==> src/rtl/dsp_ser_pkg.sv <==
package dsp_ser_pkg;

    localparam int BYTE_W  = 8;
    localparam int FRAME_W = 2 * BYTE_W;
    localparam int CNT_W   = $clog2(FRAME_W) + 1;

    localparam logic [1:0] MODE_3W = 2'd1;
    localparam logic [4:0] XFER_WIDE = 5'd16;

    typedef enum logic [1:0] {
        FMT_3W   = 2'd0,
        FMT_4W8  = 2'd1,
        FMT_4W16 = 2'd2
    } fmt_e;

    typedef enum logic [2:0] {
        ST_IDLE = 3'd0,
        ST_LO   = 3'd1,
        ST_HI   = 3'd2,
        ST_GAP  = 3'd3,
        ST_HOLD = 3'd4
    } state_e;

    typedef struct packed {
        logic [FRAME_W-1:0] bits;
        logic [CNT_W-1:0]   nbits;
        logic               cd;
    } frame_t;

    function automatic fmt_e decode_fmt(input logic [1:0] mode, input logic [4:0] xfer);
        if (mode == MODE_3W)
            return FMT_3W;
        else if (xfer == XFER_WIDE)
            return FMT_4W16;
        else
            return FMT_4W8;
    endfunction

    function automatic frame_t build_frame(input fmt_e fmt, input logic [BYTE_W-1:0] b,
                                           input logic is_data);
        frame_t f;
        f.bits  = '0;
        f.nbits = CNT_W'(BYTE_W);
        f.cd    = is_data;
        case (fmt)
            FMT_3W: begin
                f.bits  = ({is_data, b, {(FRAME_W-BYTE_W-1){1'b0}}});
                f.nbits = CNT_W'(BYTE_W + 1);
                f.cd    = 1'b0;
            end
            FMT_4W16: begin
                f.bits  = FRAME_W'(b);
                f.nbits = CNT_W'(FRAME_W);
            end
            default: begin
                f.bits  = {b, {(FRAME_W-BYTE_W){1'b0}}};
                f.nbits = CNT_W'(BYTE_W);
            end
        endcase
        return f;
    endfunction

endpackage

==> src/rtl/dsp_ser_cfg.sv <==
module dsp_ser_cfg
    import dsp_ser_pkg::*;
#(
    parameter int DIV_W = 8
) (
    input  logic             clk,
    input  logic             rst,
    input  logic             open_i,
    input  logic [1:0]       mode_i,
    input  logic [4:0]       xfer_i,
    input  logic [DIV_W-1:0] div_i,
    output fmt_e             fmt_o,
    output logic [DIV_W-1:0] div_o
);

    fmt_e             fmt_q;
    logic [DIV_W-1:0] div_q;
    fmt_e             fmt_live;

    assign fmt_live = decode_fmt(mode_i, xfer_i);

    // Settings follow the inputs while the bus is idle and freeze otherwise.
    always_ff @(posedge clk) begin
        if (rst) begin
            fmt_q <= FMT_4W8;
            div_q <= '0;
        end else if (open_i) begin
            fmt_q <= fmt_live;
            div_q <= div_i;
        end
    end

    assign fmt_o = open_i ? fmt_live : fmt_q;
    assign div_o = open_i ? div_i : div_q;

endmodule

==> src/rtl/dsp_ser_tick.sv <==
module dsp_ser_tick #(
    parameter int DIV_W = 8
) (
    input  logic             clk,
    input  logic             rst,
    input  logic             run_i,
    input  logic [DIV_W-1:0] lim_i,
    output logic             done_o
);

    logic [DIV_W-1:0] cnt_q;

    // Counts one half-period; wraps to zero so phases chain back to back.
    always_ff @(posedge clk) begin
        if (rst || !run_i)
            cnt_q <= '0;
        else if (cnt_q == lim_i)
            cnt_q <= '0;
        else
            cnt_q <= cnt_q + 1'b1;
    end

    assign done_o = run_i && (cnt_q == lim_i);

endmodule

==> src/rtl/dsp_ser_frame.sv <==
module dsp_ser_frame
    import dsp_ser_pkg::*;
(
    input  fmt_e              fmt_i,
    input  logic [BYTE_W-1:0] byte_i,
    input  logic              is_data_i,
    output frame_t            frame_o
);

    always_comb begin
        frame_o = build_frame(fmt_i, byte_i, is_data_i);
    end

endmodule

==> src/rtl/dsp_ser_tx.sv <==
module dsp_ser_tx
    import dsp_ser_pkg::*;
#(
    parameter int DIV_W = 8
) (
    input  logic             clk,
    input  logic             rst,
    input  logic [1:0]       cfg_mode,
    input  logic [4:0]       cfg_xfer,
    input  logic [DIV_W-1:0] cfg_div,
    input  logic             in_valid,
    output logic             in_ready,
    input  logic [7:0]       in_byte,
    input  logic             in_is_data,
    input  logic             in_last,
    output logic             sck,
    output logic             sdo,
    output logic             csn,
    output logic             cd
);

    state_e             state_q;
    logic [FRAME_W-1:0] shreg_q;
    logic [CNT_W-1:0]   left_q;
    logic               last_q;
    logic               cd_q;

    fmt_e               act_fmt;
    logic [DIV_W-1:0]   act_div;
    frame_t             frm;
    logic               cfg_open;
    logic               ph_run;
    logic               ph_done;
    logic               fire;

    assign cfg_open = (state_q == ST_IDLE);
    assign in_ready = (state_q == ST_IDLE) || (state_q == ST_GAP);
    assign fire     = in_valid && in_ready;
    assign ph_run   = (state_q == ST_LO) || (state_q == ST_HI) || (state_q == ST_HOLD);

    dsp_ser_cfg #(.DIV_W(DIV_W)) u_cfg (
        .clk    (clk),
        .rst    (rst),
        .open_i (cfg_open),
        .mode_i (cfg_mode),
        .xfer_i (cfg_xfer),
        .div_i  (cfg_div),
        .fmt_o  (act_fmt),
        .div_o  (act_div)
    );

    dsp_ser_frame u_frame (
        .fmt_i     (act_fmt),
        .byte_i    (in_byte),
        .is_data_i (in_is_data),
        .frame_o   (frm)
    );

    dsp_ser_tick #(.DIV_W(DIV_W)) u_tick (
        .clk    (clk),
        .rst    (rst),
        .run_i  (ph_run),
        .lim_i  (act_div),
        .done_o (ph_done)
    );

    always_ff @(posedge clk) begin
        if (rst) begin
            state_q <= ST_IDLE;
            shreg_q <= '0;
            left_q  <= '0;
            last_q  <= 1'b0;
            cd_q    <= 1'b0;
        end else begin
            case (state_q)
                ST_IDLE, ST_GAP: begin
                    if (fire) begin
                        shreg_q <= frm.bits;
                        left_q  <= frm.nbits - 1'b1;
                        last_q  <= in_last;
                        cd_q    <= frm.cd;
                        state_q <= ST_LO;
                    end
                end
                ST_LO: begin
                    if (ph_done)
                        state_q <= ST_HI;
                end
                ST_HI: begin
                    if (ph_done) begin
                        if (left_q == '0) begin
                            state_q <= last_q ? ST_HOLD : ST_GAP;
                        end else begin
                            shreg_q <= shreg_q << 1;
                            left_q  <= left_q - 1'b1;
                            state_q <= ST_LO;
                        end
                    end
                end
                ST_HOLD: begin
                    if (ph_done)
                        state_q <= ST_IDLE;
                end
                default: state_q <= ST_IDLE;
            endcase
        end
    end

    assign sck = (state_q == ST_HI);
    assign csn = (state_q == ST_IDLE);
    assign sdo = shreg_q[FRAME_W-1];
    assign cd  = cd_q;

endmodule

==> config.mk <==
export PLATFORM = sky130hd
export DESIGN_NAME = dsp_ser_tx
export DESIGN_NICKNAME = d
export VERILOG_FILES = /design/src/rtl/dsp_ser_pkg.sv /design/src/rtl/dsp_ser_cfg.sv /design/src/rtl/dsp_ser_tick.sv /design/src/rtl/dsp_ser_frame.sv /design/src/rtl/dsp_ser_tx.sv
export SDC_FILE = /design/constraint.sdc
export NUM_CORES = 1
export LEC_CHECK = 0
export ABC_AREA = 1
export BUFFER_PORTS_ARGS = -buffer_cell sky130_fd_sc_hd__clkbuf_2
export CORE_MARGIN = 5
export CORE_UTILIZATION = 41
export DETAILED_ROUTE_END_ITERATION = 10
export HOLD_SLACK_MARGIN = 0.1
export MAX_ROUTING_LAYER = met4
export SYNTH_ARGS = -nofsm -noshare
export SYNTH_HDL_FRONTEND = slang
export SYNTH_SLANG_ARGS = --single-unit
==> constraint.sdc <==
create_clock -name clk -period 2.7 [get_ports clk]
set_input_delay 0.135 -clock clk [delete_from_list [all_inputs] [get_ports clk]]
set_output_delay 0.135 -clock clk [all_outputs]
set_load 0.03 [all_outputs]
# Word level (Yosys, flattened, before mapping)
# Cells that the tools add are included.
# op_classes
add_sub_neg	3
mul	0
n_div	0
order_cmp	0
eq_ne	13
n_shift	0
n_mux	21
bitwise	0
n_reduce_logical	16
# ops
op	n
2-to-1 mux 16 bit	3
case mux 21 bit (2 select lines)	1
case mux 16 bit (2 select lines)	1
2-to-1 mux 3 bit	6
2-to-1 mux 5 bit	3
case mux 3 bit (4 select lines)	1
case mux 5 bit (2 select lines)	1
subtractor 5 x 1 -> 5 bit (second input constant)	2
adder 8 x 1 -> 8 bit (second input constant)	1
== test 8 bit	1
2-to-1 mux 8 bit	1
!= test 2 bit (second input constant)	4
AND reduction 4 bit	2
== test 3 x 2 -> 1 bit (second input constant)	2
2-to-1 mux 2 bit	3
== test 5 bit (second input constant)	1
logical NOT 5 bit	1
logical OR 1 bit	4
OR reduction 2 bit	2
== test 3 x 1 -> 1 bit (second input constant)	1
== test 3 bit (second input constant)	1
logical NOT 3 bit	1
== test 2 x 1 -> 1 bit (second input constant)	1
== test 2 bit (second input constant)	1
7 further kinds	8
# word_totals
regBits	44
latchBits	0
ram_bits	0
rom_bits	0
in_bits	28
out_inout_bits	5
wordCells	61
mem_count	0

# Logic depth before layout (Yosys ltp)
# Gate-level depths: netlist of the first run.
# depth
depth_word	9
ltp_mapped	16
mapped_depth_nobuf	15

# Hierarchy
# From an unflattened synthesis of the first run, not the netlist that was laid out.
# hier_totals
cells_unflattened	405
area_unflattened_um2	2671.3
# by_module_without_submodules
mod	instances	cells_per_inst	area_each_um2
dsp_ser_tx	1	218	1433.9
dsp_ser_cfg	1	62	525.5
dsp_ser_tick	1	73	483.0
dsp_ser_frame	1	52	229.0

# Least setup slack after synthesis of the first run
# Ideal clock, no wire load.
# synth_path
path_kind	flip-flop to flip-flop
startpoint	register state_q[2]
endpoint	register left_q[2]
setup_ps	115
arrival_ps	1834
t_required_ps	2585
setup_slack_ps	751
path_stages_with_launch	12
path_cell_list	dfxtp_1 > inv_2 > buf_4 > nand2_1 > inv_2 > buf_2 > nand2_1 > ha_1 > xor2_1 > nand3b_1 > nand2_1 > nor2_1
# synth_via
word_cells_on_any_way	25
cone_classes	add/sub (1); eq/ne (9); mux (5); reduce/logical (10)
# synth_lines
element	line_no	rtl
from (decl)	dsp_ser_tx.sv:22	state_e state_q;
from (signal assigned)	dsp_ser_tx.sv:92	state_q <= last_q ? ST_HOLD : ST_GAP;
== test 3 x 2 -> 1 bit (*)	--	
net sck	dsp_ser_tx.sv:16	output logic sck,
logical OR 1 bit (2 in a row)	dsp_ser_tx.sv:39	assign ph_run = (state_q == ST_LO) || (state_q == ST_HI) || (state_q == ST_HOLD);
logical AND 1 bit	dsp_ser_tick.sv:23	assign done_o = run_i && (cnt_q == lim_i);
!= test 2 x 1 -> 1 bit (no line)	--	
AND reduction 4 bit (no line)	--	
to (signal assigned)	dsp_ser_tx.sv:79	left_q <= frm.nbits - 1'b1;
to (signal assigned)	dsp_ser_tx.sv:95	left_q <= left_q - 1'b1;
to (decl)	dsp_ser_tx.sv:24	logic [CNT_W-1:0] left_q;
# Mark *: on every way through the listed nets, which the timed path passes. The rest lies on a longest branch. The select of a mux whose other input is x is not followed.
# A chain may end at the register's enable or synchronous reset.

# Final worst setup path of the first run
# layout_path
startpoint	register state_q[0]
endpoint	register left_q[4]
# layout_via
elab_chain_cells	7
word_cells_on_any_way	25
cone_classes	add/sub (1); eq/ne (9); mux (5); reduce/logical (10)
# layout_rtl
element	line_no	rtl
logical NOT 3 bit	dsp_ser_tx.sv:36, dsp_ser_tx.sv:37, dsp_ser_tx.sv:75	
2-to-1 mux 2 bit	dsp_ser_cfg.sv:33	assign fmt_o = open_i ? fmt_live : fmt_q;
== test 2 bit / logical NOT 2 bit (equally long branches)	dsp_ser_pkg.sv:45	case (fmt)
case mux 21 bit (2 select lines)	dsp_ser_pkg.sv:45	
subtractor 5 x 1 -> 5 bit	dsp_ser_tx.sv:79	
2-to-1 mux 5 bit	dsp_ser_tx.sv:77	if (fire) begin
case mux 5 bit (2 select lines)	dsp_ser_tx.sv:75	case (state_q)
# Several ways; a longest one is shown, not always the timed one. The select of a mux whose other input is x is not followed.

==> results, run 1 <==
- The share of the synthesized area in the top cell type is 34.51%.
- The worst voltage drop across the vdd grid is 0.4944 mV.
- Setup repair after global routing left no endpoint under its margin.
- After routing the design area is 2815 µm².
- The die covers 7903 µm².
- The final count of hold timing violations is 0.
- The number of DRC markers in iteration 0 is 124.
- The first TritonRoute pass finished after 5 iterations.
- The first global-routing pass estimated 10,320 µm of wire.
- The post-place setup slack is 0.4427 ns.
- The average size of a mapped cell is about 6.3 µm².
- The floorplan step set the die height to between 80 and 90 µm.
- The wire-length estimate of the detail-placed layout is around 4200 µm.
- Of the cells placed in the final design, the portion with a size suffix greater than 1 is a little over an eighth.
- The number of global-route vias before repair is approximately 2,300.
- The tree built by TritonCTS fans out to 44 sinks.
- The fraction of the yosys area taken by sequential cells is 34.51%.
- The floorplan has 28 rows.
- During synthesis, Yosys emitted a total of 0 warnings.
- The number of nets in the synthesized netlist is 432.
- The type of element capturing the critical path is a flip-flop.
- In the routed design, unresolved DRC markers number 0.
- CTS placed an instance of sky130_fd_sc_hd__clkbuf_8 at the clock tree root.
- Of the available clock period, the critical path in the final layout requires 85.02%.
- The nature of the critical path startpoint is a flip-flop.
- The most used standard cell by instance count after synthesis is sky130_fd_sc_hd__nand2_1.
- The routed design has ~6000 µm of wire.
- The effective utilization at floorplan is 42.61%.
- The post-cts repair resize count is 0.
- In this run the cell area measured after placement is 2724 µm².
- The cell taking the most area after synthesis is sky130_fd_sc_hd__dfxtp_1.
- Dividing the detail-routed via count by the number of cells gives 4.879.
- The core footprint is around 6000 µm².
- The clock passes through at most 2 buffers.
- The clock insertion delay at the later pin of the skew report is 0.30 ns.
- The total count of max-transition violations in the final report is 0.
- The flow ran to the end, and the final reports show no timing, DRC or antenna violations.
- The I/O pin total is 33.
- Yosys attributes the largest share of cell area to sky130_fd_sc_hd__dfxtp_1 35%, sky130_fd_sc_hd__nand2_1 16%, sky130_fd_sc_hd__nor2_1 10%.
- The number of fill cells is 660.
- The predominant post-synthesis flop cell is sky130_fd_sc_hd__dfxtp_1.
- In the final design database the tool counted 459 nets.
- In the global route stage, overall resource usage came out at roughly 17%.
- The synthesized design contains 44 register bits.
- The worst min-delay path class is primary input to flip-flop.
- TritonCTS built the clock tree.
- The power density over the cells is about 1100 nW/µm².
- The remaining global-route overflow is 0.
- Cells fill roughly 47% of the core in the end.
- The total instance count after detailed placement is 496.
- The number of H-tree levels is 2.
- The initial antenna violation count is 0.
- The post-detailed-route count of antenna-violating nets is 0.
- The critical path data arrival time is approximately 2.5 ns.
- The worst slew margin relative to its limit is 70.62%.
- In this run, synthesis inferred 0 flip-flops with an integrated enable.
- Data on the critical path is required at its endpoint by 2.89 ns.
- The critical path is of the flip-flop to flip-flop type.
- The clock buffer count from CTS is 5.
- The clock period could shrink to 2.295 ns.
- The antenna diode count is 0.
- The commonest cells after synthesis are 108 x sky130_fd_sc_hd__nand2_1, 69 x sky130_fd_sc_hd__nor2_1, 44 x sky130_fd_sc_hd__dfxtp_1, 39 x sky130_fd_sc_hd__inv_1, 38 x sky130_fd_sc_hd__nand3_1.
- Yosys mapped the design onto 30 distinct sky130hd cell types.
- The clock transition at the registers of the reported paths is ~0.090 ns.
- Setup slack on the critical path of the routed design comes to 0.4046 ns.
- The post-route non-filler standard cell count is between 500 and 600.
- The number of endpoints failing setup at the final stage is 0.
- The share of async-settable or async-resettable flops after synthesis is 0%.
- The number of maximum-capacitance violations is 0.
- The worst-case clock skew is 0.009532 ns.
- Of all nets on the critical path, the largest fanout is 14.
- In the final routed layout, each cell accounts on average for 11.78 µm.
- Counting every instance in the synthesized netlist gives 402.
- The area added between synthesis and finish is 10.29%.
- For this design the static power due to leakage is 1.371 nW.
- The width of the chip is 88.90 µm.
- The post-synthesis cell area is 2552 µm².
- The weighted congestion reported at the end of routability-driven placement is approximately 0.82.
- The count of port buffers added during placement is 32.
- The highest attainable clock frequency is between 0.4 and 0.5 GHz.
- The routed via count is 2,459.
- The worst-margin pin slew is 0.4361 ns.
- After routing, the total negative slack on setup checks comes to 0 ns.
- Entering global routing, the biggest net connects 32 pins.
==> report_power, final <==
| part | switching, mW | internal, mW |
|---|---|---|
| clock network | 0.228 | 0.176 |
| registers | 0.108 | 0.854 |
| logic | 1.17 | 0.634 |
| total | 1.51 | 1.66 |
==> stage by stage <==
stage,hold WS [ns],power [mW]
finish,0.1426,3.175
global route,0.1541,3.539
CTS,0.1346,3.210
detailed placement,0.4098,2.789
global placement,0.3851,2.771
floorplan,0.2919,2.513
==> registers in the layout, summed over array words and instances, names as in the netlist <==
signal and flops:
u_tick.cnt_q 8, shreg_q 16, cd 1, last_q 1, u_cfg.fmt_q 2, state_q 3, left_q 5, u_cfg.div_q 8
==> layer usage <==
layer  share of wire (%)  GRT usage, %
met2                  47         27.06
met4                 1.3         5.220
met5                   0             -
met3                 3.6         2.857
met1                  49         22.12
==> worst max-delay path: stages, from the launching register on <==
cell and delay [ns]:
sky130_fd_sc_hd__dfxtp_1 0.37, sky130_fd_sc_hd__nor2_4 0.29, sky130_fd_sc_hd__nand2_4 0.19, sky130_fd_sc_hd__nor2_2 0.14, sky130_fd_sc_hd__nand2_1 0.08, sky130_fd_sc_hd__nand2_1 0.11
sky130_fd_sc_hd__nor2_1 0.07, sky130_fd_sc_hd__a21boi_1 0.21, sky130_fd_sc_hd__ha_1 0.23, sky130_fd_sc_hd__inv_1 0.05, sky130_fd_sc_hd__nor2_1 0.13, sky130_fd_sc_hd__nand2_1 0.07
sky130_fd_sc_hd__nand2_1 0.06, sky130_fd_sc_hd__nand2_1 0.04, sky130_fd_sc_hd__nor2_1 0.09, sky130_fd_sc_hd__nor2_1 0.05
==> placed cells by master (no fill, tap or decap), types with 6 or more instances in the layout <==
cell type / count
sky130_fd_sc_hd__a21boi_0: 6
sky130_fd_sc_hd__a21oi_1: 32
sky130_fd_sc_hd__clkbuf_2: 32
sky130_fd_sc_hd__dfxtp_1: 44
sky130_fd_sc_hd__inv_1: 39
sky130_fd_sc_hd__nand2_1: 108
sky130_fd_sc_hd__nand3_1: 38
sky130_fd_sc_hd__nand3b_1: 8
sky130_fd_sc_hd__nor2_1: 69
sky130_fd_sc_hd__o21ai_0: 10
sky130_fd_sc_hd__xor2_1: 6
==> final cells by class <==
type	instances	area, µm²	area share (%)
inverters	44	165.2	5.867
clock inverters	2	12.51	0.4444
repair buffers	38	207.7	7.378
clock buffers	5	68.82	2.444
well taps	75	93.84	3.333
flip-flops and latches	44	880.8	31.29
multi-input cells	296	1386	49.24
==> cell families (layout without fill, tap and decap cells) <==
family,Yosys count,after routing,synth area share (%)
and+or+nand+nor,233,233,39.22
buffers and inverters,62,89,11.18
AOI/OAI and AO/OA,55,55,12.06
DFF,44,44,34.51
xor gates and xnor gates,6,6,2.059
adders and majority gates,2,2,0.9802
==> repair_timing <==
item / 4_1_cts / 5_1_grt
buffers inserted: 0 / 0
endpoints found under the hold margin: 1 / 0
hold buffers: 1 / 0
==> final timing paths <==
check | startpoint | to | slack (ns) | cells past startpoint
worst max register to register | state_q[0]$_SDFFE_PP0P_ | left_q[4]$_SDFFE_PP0P_ | 0.40 | 15
worst min register to register | u_cfg.fmt_q[1]$_SDFF_PP0_ | u_cfg.fmt_q[1]$_SDFF_PP0_ | 0.49 | 2
worst min-delay path | cfg_div[5] | u_cfg.div_q[5]$_SDFF_PP0_ | 0.14 | 3
worst max-delay path | state_q[0]$_SDFFE_PP0P_ | left_q[4]$_SDFFE_PP0P_ | 0.40 | 15
Note: power is estimated with default switching activity, not from simulation.
==> inputs of run 2 (changes only) <==
Settings changed: BUFFER_PORTS_ARGS -buffer_cell sky130_fd_sc_hd__clkbuf_2 to not set, DONT_BUFFER_PORTS set to 1.
==> run 2 against run 1 <==
Net effect: utilization shrank 1.3 points; power is essentially flat; clock power grew 7.4%; hold slack lost 0.035 ns; critical path depth is the same; global-route usage grew 0.30 points; final cell count shrank 4.8%; design area shrank 2.8%; clock-buffer cell count grew 2; first-iteration DRC count shrank 15%; combinational power shrank 3%; register-to-register slack gained 0.02 ns; critical endpoint unchanged; highest routed layer unchanged.
==> results, run 2 (synthesized netlist as in run 1, its figures left out) <==
- In this run the deepest clock path goes through 2 buffers.
- shreg_q holds more flip-flops than any other register.
- The clock transition at the registers of the reported paths is about 0.090 ns.
- Along the worst path, the maximum fanout reaches 14.
- The H-tree was split into 2 levels.
- The die outline area is 7903 µm².
- The number of remaining DRC errors is 0.
- The worst voltage drop across the vdd grid is ~0.52 mV.
- The flop-to-flop setup slack is roughly 0.42 ns.
- The mean routed wirelength per cell is 12.31 µm.
- Sequential cells account for approximately 31% of the total power.
- The internal power contribution is 1.682 mW.
- The antenna diode count is 0.
- The first routing iteration left 106 violations.
- In this run the horizontal extent of the chip is roughly 89 µm.
- The largest net degree at the start of global routing is 32.
- The worst-case hold path end point is u_cfg.div_q[2]$_SDFF_PP0_.
- The core footprint is 5991 µm².
- The launch point of the worst reg-to-reg path is state_q[0]$_SDFFE_PP0P_.
- The number of maximum-capacitance violations is 0.
- The buffer cell driving the clock tree root is sky130_fd_sc_hd__clkbuf_8.
- The worst slew margin relative to its limit is 45.99%.
- Leaving out fill and tap cells, the most frequent cells in the layout are 108 x sky130_fd_sc_hd__nand2_1, 69 x sky130_fd_sc_hd__nor2_1, 44 x sky130_fd_sc_hd__dfxtp_1.
- The total count of max-transition violations in the final report was 0.
- After legalization and detailed placement, the total HPWL measured 4208 µm.
- The total leakage power is 1.275 nW.
- Based on the critical path, the design can be clocked at up to 0.4392 GHz.
- The flip-flop count of the largest register after layout is 16.
- The worst hold path was traced through 3 stages.
- The critical path data arrival time is 2.47 ns.
- The fraction of layout cells with a size suffix above 1 is between 6 and 7%.
- The effective utilization at floorplan is between 40 and 50%.
- The worst min-delay path class is primary input to flip-flop.
- The final count of hold timing violations is 0.
- The number of global-route vias before repair is roughly 2,400.
- In this run the vertical extent of the chip is 88.90 µm.
- Subtracting the final worst setup slack from the clock period gives 2.277 ns.
- Power spread over the standard cell area amounts to 1159 nW/µm².
- TritonCTS built the clock tree.
- The net switching fraction of the power is 47.01%.
- The I/O pin total is 33.
- The worst setup path is of the flip-flop to flip-flop kind.
- The count of port buffers added during placement is 0.
- The total negative setup slack is 0 ns.
- The clock sink count is 44.
- The clock buffer count from CTS is 5.
- The run finished with clean final reports.
- After detailed routing, the number of vias per cell comes to 4.965.
- Setup repair after global routing left no endpoint under its margin.
- The post-route fraction of the period consumed by the critical path is 84.33%.
- The routed via count is between 2,000 and 2,500.
- The capture instance of the worst register-to-register path is left_q[4]$_SDFFE_PP0P_.
- The number of cells on the worst reg-to-reg path is 15.
- The number of detailed-routing iterations run before antenna repair is 4.
- The global-route total usage across every layer is between 10% and 20%.
- The post-route non-filler standard cell count is 480.
- The number of fill cells is around 650.
- For the final database, setup skew stands at 0.01061 ns.
- STA classifies the critical path endpoint as a flip-flop.
- The worst-margin pin slew is 0.8052 ns.
- The total number of placement rows is 28.
- The worst setup path is launched from a flip-flop.
- The total instance count after detailed placement is roughly 460.
- The library cell used most frequently in the layout, excluding fill and tap cells, is sky130_fd_sc_hd__nand2_1.
- The initial antenna violation count came to 0.
- The wire length of the first global-routing pass is about 10,000 µm.
- The remaining global-route overflow is 0.
- The post-detailed-route count of antenna-violating nets is 0.
- From synthesis to final layout, the design area changed by 7.255%.
- The net count of the finished layout is 434.
- The clock reaches the later pin of the worst-skew pair after 0.30 ns.
- The number of endpoints failing setup at the final stage is 0.
- In the final layout, the registers with the most flip-flops are shreg_q x16, u_cfg.div_q x8, u_tick.cnt_q x8.
- Routability-driven placement finished with a final weighted congestion of 0.8859.
- Combinational cells account for 55.3% of the total power.
- The critical path data required time is 2.89 ns.
- In this run, the clock network consumes between 10% and 20% of the power.
- The startpoint of the tightest hold check path is cfg_div[2].
- The routed design has ~5900 µm of wire.
- Summed over all nets, the switching power comes to 1.492 mW.
-- run 2: timing repair --
item / 4_1_cts / 5_1_grt
endpoints found under the hold margin: 12 / 0
buffers inserted: 0 / 0
hold buffers: 8 / 0
resized for setup: 0 / 0
-- run 2: cell type report --
| cell class | instances | area [µm²] | share of cell area [%] |
|---|---|---|---|
| Timing Repair Buffer | 13 | 117.6 | 4.296 |
| Sequential cell | 44 | 880.8 | 32.18 |
| Tap cell | 75 | 93.84 | 3.428 |
| Clock inverter | 1 | 7.507 | 0.2742 |
| Multi-Input combinational cell | 296 | 1386 | 50.64 |
| Inverter | 44 | 165.2 | 6.033 |
| Clock buffer | 7 | 86.33 | 3.154 |
-- run 2: how the worst max path moves through the flow --
stage          slack, ns  cells after the start                      to               startpoint
2_1_floorplan       0.75                     11  left_q[2]$_SDFFE_PP0P_  state_q[2]$_SDFFE_PP0P_
3_3_place_gp        0.54                     15  left_q[4]$_SDFFE_PP0P_  state_q[0]$_SDFFE_PP0P_
3_5_place_dp        0.44                     15  left_q[4]$_SDFFE_PP0P_  state_q[0]$_SDFFE_PP0P_
4_1_cts             0.41                      8         cd$_SDFFE_PP0P_  state_q[1]$_SDFFE_PP0P_
5_1_grt             0.12                     15  left_q[4]$_SDFFE_PP0P_  state_q[0]$_SDFFE_PP0P_
6_report            0.42                     15  left_q[4]$_SDFFE_PP0P_  state_q[0]$_SDFFE_PP0P_
-- run 2: metal layers --
layer	part of all wire [%]	vias to the layer above	GRT usage, %
li1	-	1270	-
met1	46	1061	20.25
met2	47	47	29.55
met3	5.0	5	3.594
met4	1.3	0	5.769
met5	0	-	-
-- run 2: through the flow --
stage          power (mW)  setup slack, ns  util (%)  hold slack, ns  area, µm²
4_1_cts             3.203           0.4120     45.70          0.1016       2738
5_1_grt             3.551           0.1157     45.70          0.1177       2738
3_3_place_gp        2.720           0.5399     42.79          0.2071       2564
3_5_place_dp        2.738           0.4364     42.79          0.2076       2564
6_report            3.174           0.4231     45.70          0.1075       2738
2_1_floorplan       2.513           0.7508         -          0.2919       2552
-- run 2: critical path: stages, from the launching register on --
cell	delay, ns
sky130_fd_sc_hd__dfxtp_1	0.37
sky130_fd_sc_hd__nor2_4	0.30
sky130_fd_sc_hd__nand2_4	0.19
sky130_fd_sc_hd__nor2_2	0.13
sky130_fd_sc_hd__nand2_1	0.08
sky130_fd_sc_hd__nand2_1	0.11
sky130_fd_sc_hd__nor2_1	0.07
sky130_fd_sc_hd__a21boi_1	0.20
sky130_fd_sc_hd__ha_1	0.22
sky130_fd_sc_hd__inv_1	0.05
sky130_fd_sc_hd__nor2_1	0.13
sky130_fd_sc_hd__nand2_1	0.07
sky130_fd_sc_hd__nand2_1	0.07
sky130_fd_sc_hd__nand2_1	0.05
sky130_fd_sc_hd__nor2_1	0.09
sky130_fd_sc_hd__nor2_1	0.05
-- run 2: power by group through the flow --
stage	clock network, mW	logic [mW]	registers [mW]
detailed placement	0	1.74	1.00
global placement	0	1.72	0.997
floorplan	0	1.54	0.971
CTS	0.451	1.77	0.987
global route	0.486	2.05	1.01
finish	0.434	1.76	0.985
